## config.mk

```make
export PLATFORM = sky130hd
export DESIGN_NAME = irq_fanin_agg
export DESIGN_NICKNAME = d
export VERILOG_FILES = /design/src/rtl/ifa_pkg.sv /design/src/rtl/ifa_regfile.sv /design/src/rtl/ifa_router.sv /design/src/rtl/irq_fanin_agg.sv
export SDC_FILE = /design/constraint.sdc
export NUM_CORES = 1
export LEC_CHECK = 0
export BUFFER_PORTS_ARGS = -buffer_cell sky130_fd_sc_hd__buf_2
export CORE_AREA = 2 2 110 101
export DETAILED_ROUTE_END_ITERATION = 7
export DIE_AREA = 0 0 112 103
export HOLD_SLACK_MARGIN = 0.02
export PLACE_DENSITY_LB_ADDON = 0.15
export SYNTH_ARGS = -nofsm -noshare
export SYNTH_HDL_FRONTEND = slang
export SYNTH_SLANG_ARGS = --single-unit
```

## constraint.sdc

```tcl
create_clock -name clk -period 2.6 [get_ports clk]
set_clock_uncertainty 0.1 [all_clocks]
set_input_delay 0.26 -clock clk [delete_from_list [all_inputs] [get_ports clk]]
set_output_delay 0.26 -clock clk [all_outputs]
set_load 0.03 [all_outputs]
```

## src/rtl/ifa_pkg.sv

```systemverilog
package ifa_pkg;
  localparam int WORD_W    = 32;
  localparam int ADDR_W    = 6;
  localparam int MAX_WORDS = 4;

  typedef enum logic [1:0] {RK_NONE, RK_EN, RK_STAT, RK_WAKE} reg_kind_e;

  typedef struct packed {
    reg_kind_e  kind;
    logic [1:0] idx;
  } reg_sel_t;

  // Map a byte address onto a register kind and word index.
  function automatic reg_sel_t decode_addr(input logic [ADDR_W-1:0] a, input int nwords);
    reg_sel_t s;
    s.kind = RK_NONE;
    s.idx  = 2'd0;
    if (a[1:0] == 2'b00) begin
      if (!a[5]) begin
        s.idx = a[4:3];
        if (int'(a[4:3]) < nwords) s.kind = a[2] ? RK_STAT : RK_EN;
      end else if (!a[4]) begin
        s.idx = a[3:2];
        if (int'(a[3:2]) < nwords) s.kind = RK_WAKE;
      end
    end
    return s;
  endfunction
endpackage

```

## src/rtl/ifa_regfile.sv

```systemverilog
module ifa_regfile
  import ifa_pkg::*;
#(
  parameter int NWORDS = 2,
  parameter logic [NWORDS*WORD_W-1:0] USED = '1,
  parameter logic [NWORDS*WORD_W-1:0] FWD  = '0
) (
  input  logic                     clk,
  input  logic                     rst,
  input  logic                     suspend,
  input  logic [ADDR_W-1:0]        reg_addr,
  input  logic                     reg_we,
  input  logic [WORD_W-1:0]        reg_wdata,
  input  logic [NWORDS*WORD_W-1:0] src_level,
  output logic [WORD_W-1:0]        reg_rdata,
  output logic [NWORDS*WORD_W-1:0] eff_en
);
  reg_sel_t sel;
  logic [NWORDS-1:0][WORD_W-1:0] en_q;
  logic [NWORDS-1:0][WORD_W-1:0] wk_q;

  assign sel = decode_addr(reg_addr, NWORDS);

  for (genvar w = 0; w < NWORDS; w++) begin : g_word
    localparam logic [WORD_W-1:0] USED_W = USED[w*WORD_W +: WORD_W];
    localparam logic [WORD_W-1:0] FWD_W  = FWD[w*WORD_W +: WORD_W];
    logic hit_en, hit_wk;
    assign hit_en = reg_we && (sel.kind == RK_EN)   && (sel.idx == 2'(w));
    assign hit_wk = reg_we && (sel.kind == RK_WAKE) && (sel.idx == 2'(w));

    always_ff @(posedge clk) begin
      if (rst) begin
        en_q[w] <= FWD_W;
        wk_q[w] <= '0;
      end else begin
        if (hit_en) en_q[w] <= reg_wdata;
        if (hit_wk) wk_q[w] <= reg_wdata & USED_W;
      end
    end

    assign eff_en[w*WORD_W +: WORD_W] = en_q[w] | (suspend ? wk_q[w] : '0);

    assert_reset_fwd_R1: assert property (@(posedge clk)
      $past(rst) |-> (en_q[w] == FWD_W && wk_q[w] == '0));
    assert_wake_used_R7: assert property (@(posedge clk) disable iff (rst)
      (wk_q[w] & ~USED_W) == '0);
    assert_en_hold_R8: assert property (@(posedge clk) disable iff (rst)
      (suspend && !hit_en) |=> $stable(en_q[w]));
  end

  always_comb begin
    reg_rdata = '0;
    for (int w = 0; w < NWORDS; w++) begin
      if (sel.idx == 2'(w)) begin
        case (sel.kind)
          RK_EN:   reg_rdata = en_q[w];
          RK_STAT: reg_rdata = src_level[w*WORD_W +: WORD_W];
          RK_WAKE: reg_rdata = wk_q[w];
          default: reg_rdata = '0;
        endcase
      end
    end
  end
endmodule

```

## src/rtl/ifa_router.sv

```systemverilog
module ifa_router
  import ifa_pkg::*;
#(
  parameter int NWORDS  = 2,
  parameter int NPARENT = 2,
  parameter logic [NPARENT*NWORDS*WORD_W-1:0] ROUTE = '1,
  parameter logic [NWORDS*WORD_W-1:0] USED = '1
) (
  input  logic                     clk,
  input  logic                     rst,
  input  logic [NWORDS*WORD_W-1:0] src_level,
  input  logic [NWORDS*WORD_W-1:0] eff_en,
  output logic [NPARENT-1:0]       parent_irq
);
  localparam int SRC_W = NWORDS * WORD_W;

  logic [SRC_W-1:0]   pending;
  logic [NPARENT-1:0] hit;

  assign pending = src_level & eff_en;

  for (genvar p = 0; p < NPARENT; p++) begin : g_parent
    localparam logic [SRC_W-1:0] RMASK = ROUTE[p*SRC_W +: SRC_W];
    assign hit[p] = |(pending & RMASK);

    assert_route_on_R5: assert property (@(posedge clk) disable iff (rst)
      (|(src_level & eff_en & RMASK)) |=> parent_irq[p]);
    assert_route_off_R4: assert property (@(posedge clk) disable iff (rst)
      !(|(src_level & eff_en & RMASK)) |=> !parent_irq[p]);
  end

  always_ff @(posedge clk) begin
    if (rst) parent_irq <= '0;
    else     parent_irq <= hit;
  end

  assert_unused_inert_R6: assert property (@(posedge clk) disable iff (rst)
    !(|(src_level & eff_en & USED)) |=> (parent_irq == '0));
endmodule

```

## src/rtl/irq_fanin_agg.sv

```systemverilog
module irq_fanin_agg
  import ifa_pkg::*;
#(
  parameter int NWORDS  = 2,
  parameter int NPARENT = 2,
  parameter logic [NWORDS*32-1:0] FWD_MASK = {32'h0000_0000, 32'h0000_000F},
  parameter logic [NPARENT*NWORDS*32-1:0] ROUTE =
    {32'h0000_FF00, 32'hFFFF_0000, 32'h0000_00FF, 32'h0000_FFFF}
) (
  input  logic                   clk,
  input  logic                   rst,
  input  logic                   suspend,
  input  logic [5:0]             reg_addr,
  input  logic                   reg_we,
  input  logic [31:0]            reg_wdata,
  output logic [31:0]            reg_rdata,
  input  logic [NWORDS*32-1:0]   src_level,
  output logic [NPARENT-1:0]     parent_irq
);
  localparam int SRC_W = NWORDS * WORD_W;

  function automatic logic [SRC_W-1:0] calc_used();
    logic [SRC_W-1:0] u = '0;
    for (int p = 0; p < NPARENT; p++) u |= ROUTE[p*SRC_W +: SRC_W];
    return u;
  endfunction

  localparam logic [SRC_W-1:0] USED = calc_used();

  logic [SRC_W-1:0] eff_en;

  ifa_regfile #(.NWORDS(NWORDS), .USED(USED), .FWD(FWD_MASK)) u_regs (
    .clk(clk), .rst(rst), .suspend(suspend),
    .reg_addr(reg_addr), .reg_we(reg_we), .reg_wdata(reg_wdata),
    .src_level(src_level), .reg_rdata(reg_rdata), .eff_en(eff_en)
  );

  ifa_router #(.NWORDS(NWORDS), .NPARENT(NPARENT), .ROUTE(ROUTE), .USED(USED)) u_route (
    .clk(clk), .rst(rst), .src_level(src_level), .eff_en(eff_en),
    .parent_irq(parent_irq)
  );
endmodule

```

==> metrics.yaml <==
outcome:
  status: "finished with violations"
  violations: "DRC"
place:
  hpwl_um: 12600
  port_buffers: 139
  place_area_sq_mm: 0.00645
  gp_congestion: 0.895
sta:
  period_share_pct: 91.1
  period_minus_slack_ns: 2.37
  finalHoldViolations: 0
  slew_headroom_pct: 30.4
  drv_slew: 0
  setup_violations: 0
  rsz0062_at_grt: "no"
  tightest_slew_ns: 1.04
  fmax_mhz: 422
  finalSetupTns_ns: 0
cells_and_area:
  syn_to_final_growth_pct: 23.8
  multi_input_area_sq_mm: 0.00308
  final_layout_size_suffix_gt1_share_pct: 22.4
  antennaDiodeCount: 0
  stdcell_area_sq_mm: 0.00728
  fin_util_pct: 69.0
  nFillCells: 875
  ff_latch_area_sq_mm: 0.00228
  num-nets-final: 957
synthesis:
  synth_seq_cells: 114
  yosys_warnings: 0
  yosys-top-cells-count: "132 x nand2_1, 114 x dfxtp_1, 108 x a21oi_1, 52 x nand3_1"
  ys.flop_type: "dfxtp_1"
  seq_area_frac_synth_pct: 38.8
  syn_avg_cell_area_sq_um: 8.12
  synth_cell_types: 32
  yosysMostFrequentCell: "nand2_1"
  synth_edf_count: 0
  postSynthCellCount: 724
  synth_top_area_share_pct: 38.8
  synth_area_leaders: "dfxtp_1 39%, a21oi_1 9.2%, nand2_1 8.4%"
  synth_area_sq_mm: 0.00588
  syn_nets: 830
  async_flop_share_pct: 0
  synth_top_area_cell: "dfxtp_1"
pwr:
  power_leakage_uw: 0.00295
  vdd_drop_max_uv: 497
  power_frac_seq_pct: 40.6
  p_clk_share_pct: 52.3
  comb_power_share_pct: 7.1
  p_sw_uw: 963
  p_sw_share_pct: 22.2
  p_per_area_mw_per_mm2: 596
  internal_power_uw: 3370
setup_path:
  start_kind: "input port"
  critPathArrivalTime_ns: 2.01
  required_ns: 2.24
  crit_type: "in2out"
  crit_fanout: 22
  endpoint_kind: "output pin"
cts:
  postCtsSetupBuffers: 0
  clock_latency_ns: 0.42
  cts_inserted_buffers: 17
  htree_levels: 4
  clk_path_buf_depth: 2
  cts_root_buffer: "clkbuf_16"
  cts_tree: "yes"
  clock_sinks: 114
  path_clk_slew_ns: 0.05
detailed_routing:
  first_pass_iters: 8
  drt_wl_total_um: 20600
  wire_per_inst_um: 20.7
  vias_per_cell: 6.79
  vias: 6766
  drtIter0Drc: 1019
  drc: 14
  ant_nets: 0
grt:
  grtUsageTotal_pct: 34.4
  grt_pass1_vias: 6002
  grt_overflow_total: 0
  antenna_found_initial: 0
  grt_pass1_wl_um: 31100
  grt_max_degree: 75
floorplan:
  rows: 36
  dieWidth_um: 112
  core_sq_mm: 0.0105
  die-area_sq_mm: 0.0115
  die_h_um: 103
  initial_core_util_pct: 55.8
  io_pins: 140
job:
  maxCapViolCount: 0
min_path:
  hold_class: "in2reg"
-- power by group through the flow --
stage	Combinational, uW	Sequential (uW)	Clock, uW
global route	324	1760	2360
finish	309	1760	2270
CTS	299	1760	2290
global placement	264	1790	0
detailed placement	268	1800	0
floorplan	110	1800	0
-- area by class of cell --
class	count	share of cell area, %
clock buffer	26	6.86
sequential	114	31.4
multi-input combinational	532	42.3
tap	133	2.29
inverter	1	0.0516
timing repair buffer	185	16.1
clock inverter	5	1.03
-- sequential cells by signal (all words and copies together), names as in the netlist --
| register | cells |
|---|---|
| u_regs.en_q | 64 |
| u_regs.wk_q | 48 |
| u_route.parent_irq | 2 |
-- critical path: stages --
cell and delay [ns]:
buf_2 0.13, nor4_4 0.40, and2_2 0.41, buf_12 0.22, a222oi_1 0.09, o22ai_1 0.23, buf_2 0.24
-- per-layer routing --
metal	routed length (um)	track usage (%)	vias up
met5	0	0	-
met4	540	15.7	0
met3	2660	8.47	54
met2	9410	54.6	530
met1	7970	44.9	3181
li1	-	-	3001
-- stage by stage --
step	std cells	setup slack [ns]	hold WS (ns)	total power (uW)
finish	996	0.233	0.0300	4340
detailed placement	940	0.302	0.364	2060
CTS	996	0.291	0.0205	4350
global route	996	0.135	0.0282	4440
floorplan	724	0.577	0.284	1910
global placement	940	0.345	0.355	2060
-- kinds of logic (layout without fill, tap and decap cells) --
group           count (synthesis)  after routing  synth area share [%]
flops                         114            114                  38.8
simple gates                  203            203                  15.4
compound gates                329            329                  36.9
buf+inv                        78            217                  8.90
-- path summary, 6_finish.rpt --
kind	depth (start not counted)	slack, ns	end	startpoint
max	7	0.23	reg_rdata[14]	reg_addr[1]
min	3	0.03	u_regs.wk_q[30]	reg_wdata[30]
max reg2reg	4	1.10	u_route.parent_irq[1]	u_regs.en_q[28]
min reg2reg	2	0.37	u_regs.wk_q[5]	u_regs.wk_q[5]
-- cell usage in the layout (no fill, tap or decap), drive strengths merged, types with 2 or more instances in the layout --
cell,instances
a21o,48
a21oi,108
a222oi,48
a22oi,40
and2,3
buf,160
bufinv,2
clkbuf,26
clkinv,3
dfxtp,114
dlygate4sd3,25
nand2,132
nand3,52
nand4,6
nor4,2
o21ai,49
o22ai,32
o31a,2
-- timing repair --
item                       in CTS  in global routing
hold buffers                   25                  0
resized for setup               0                  0
setup endpoints to repair       0                  0
hold endpoints to repair       54                  0
Power figures use the tool's default switching activity.
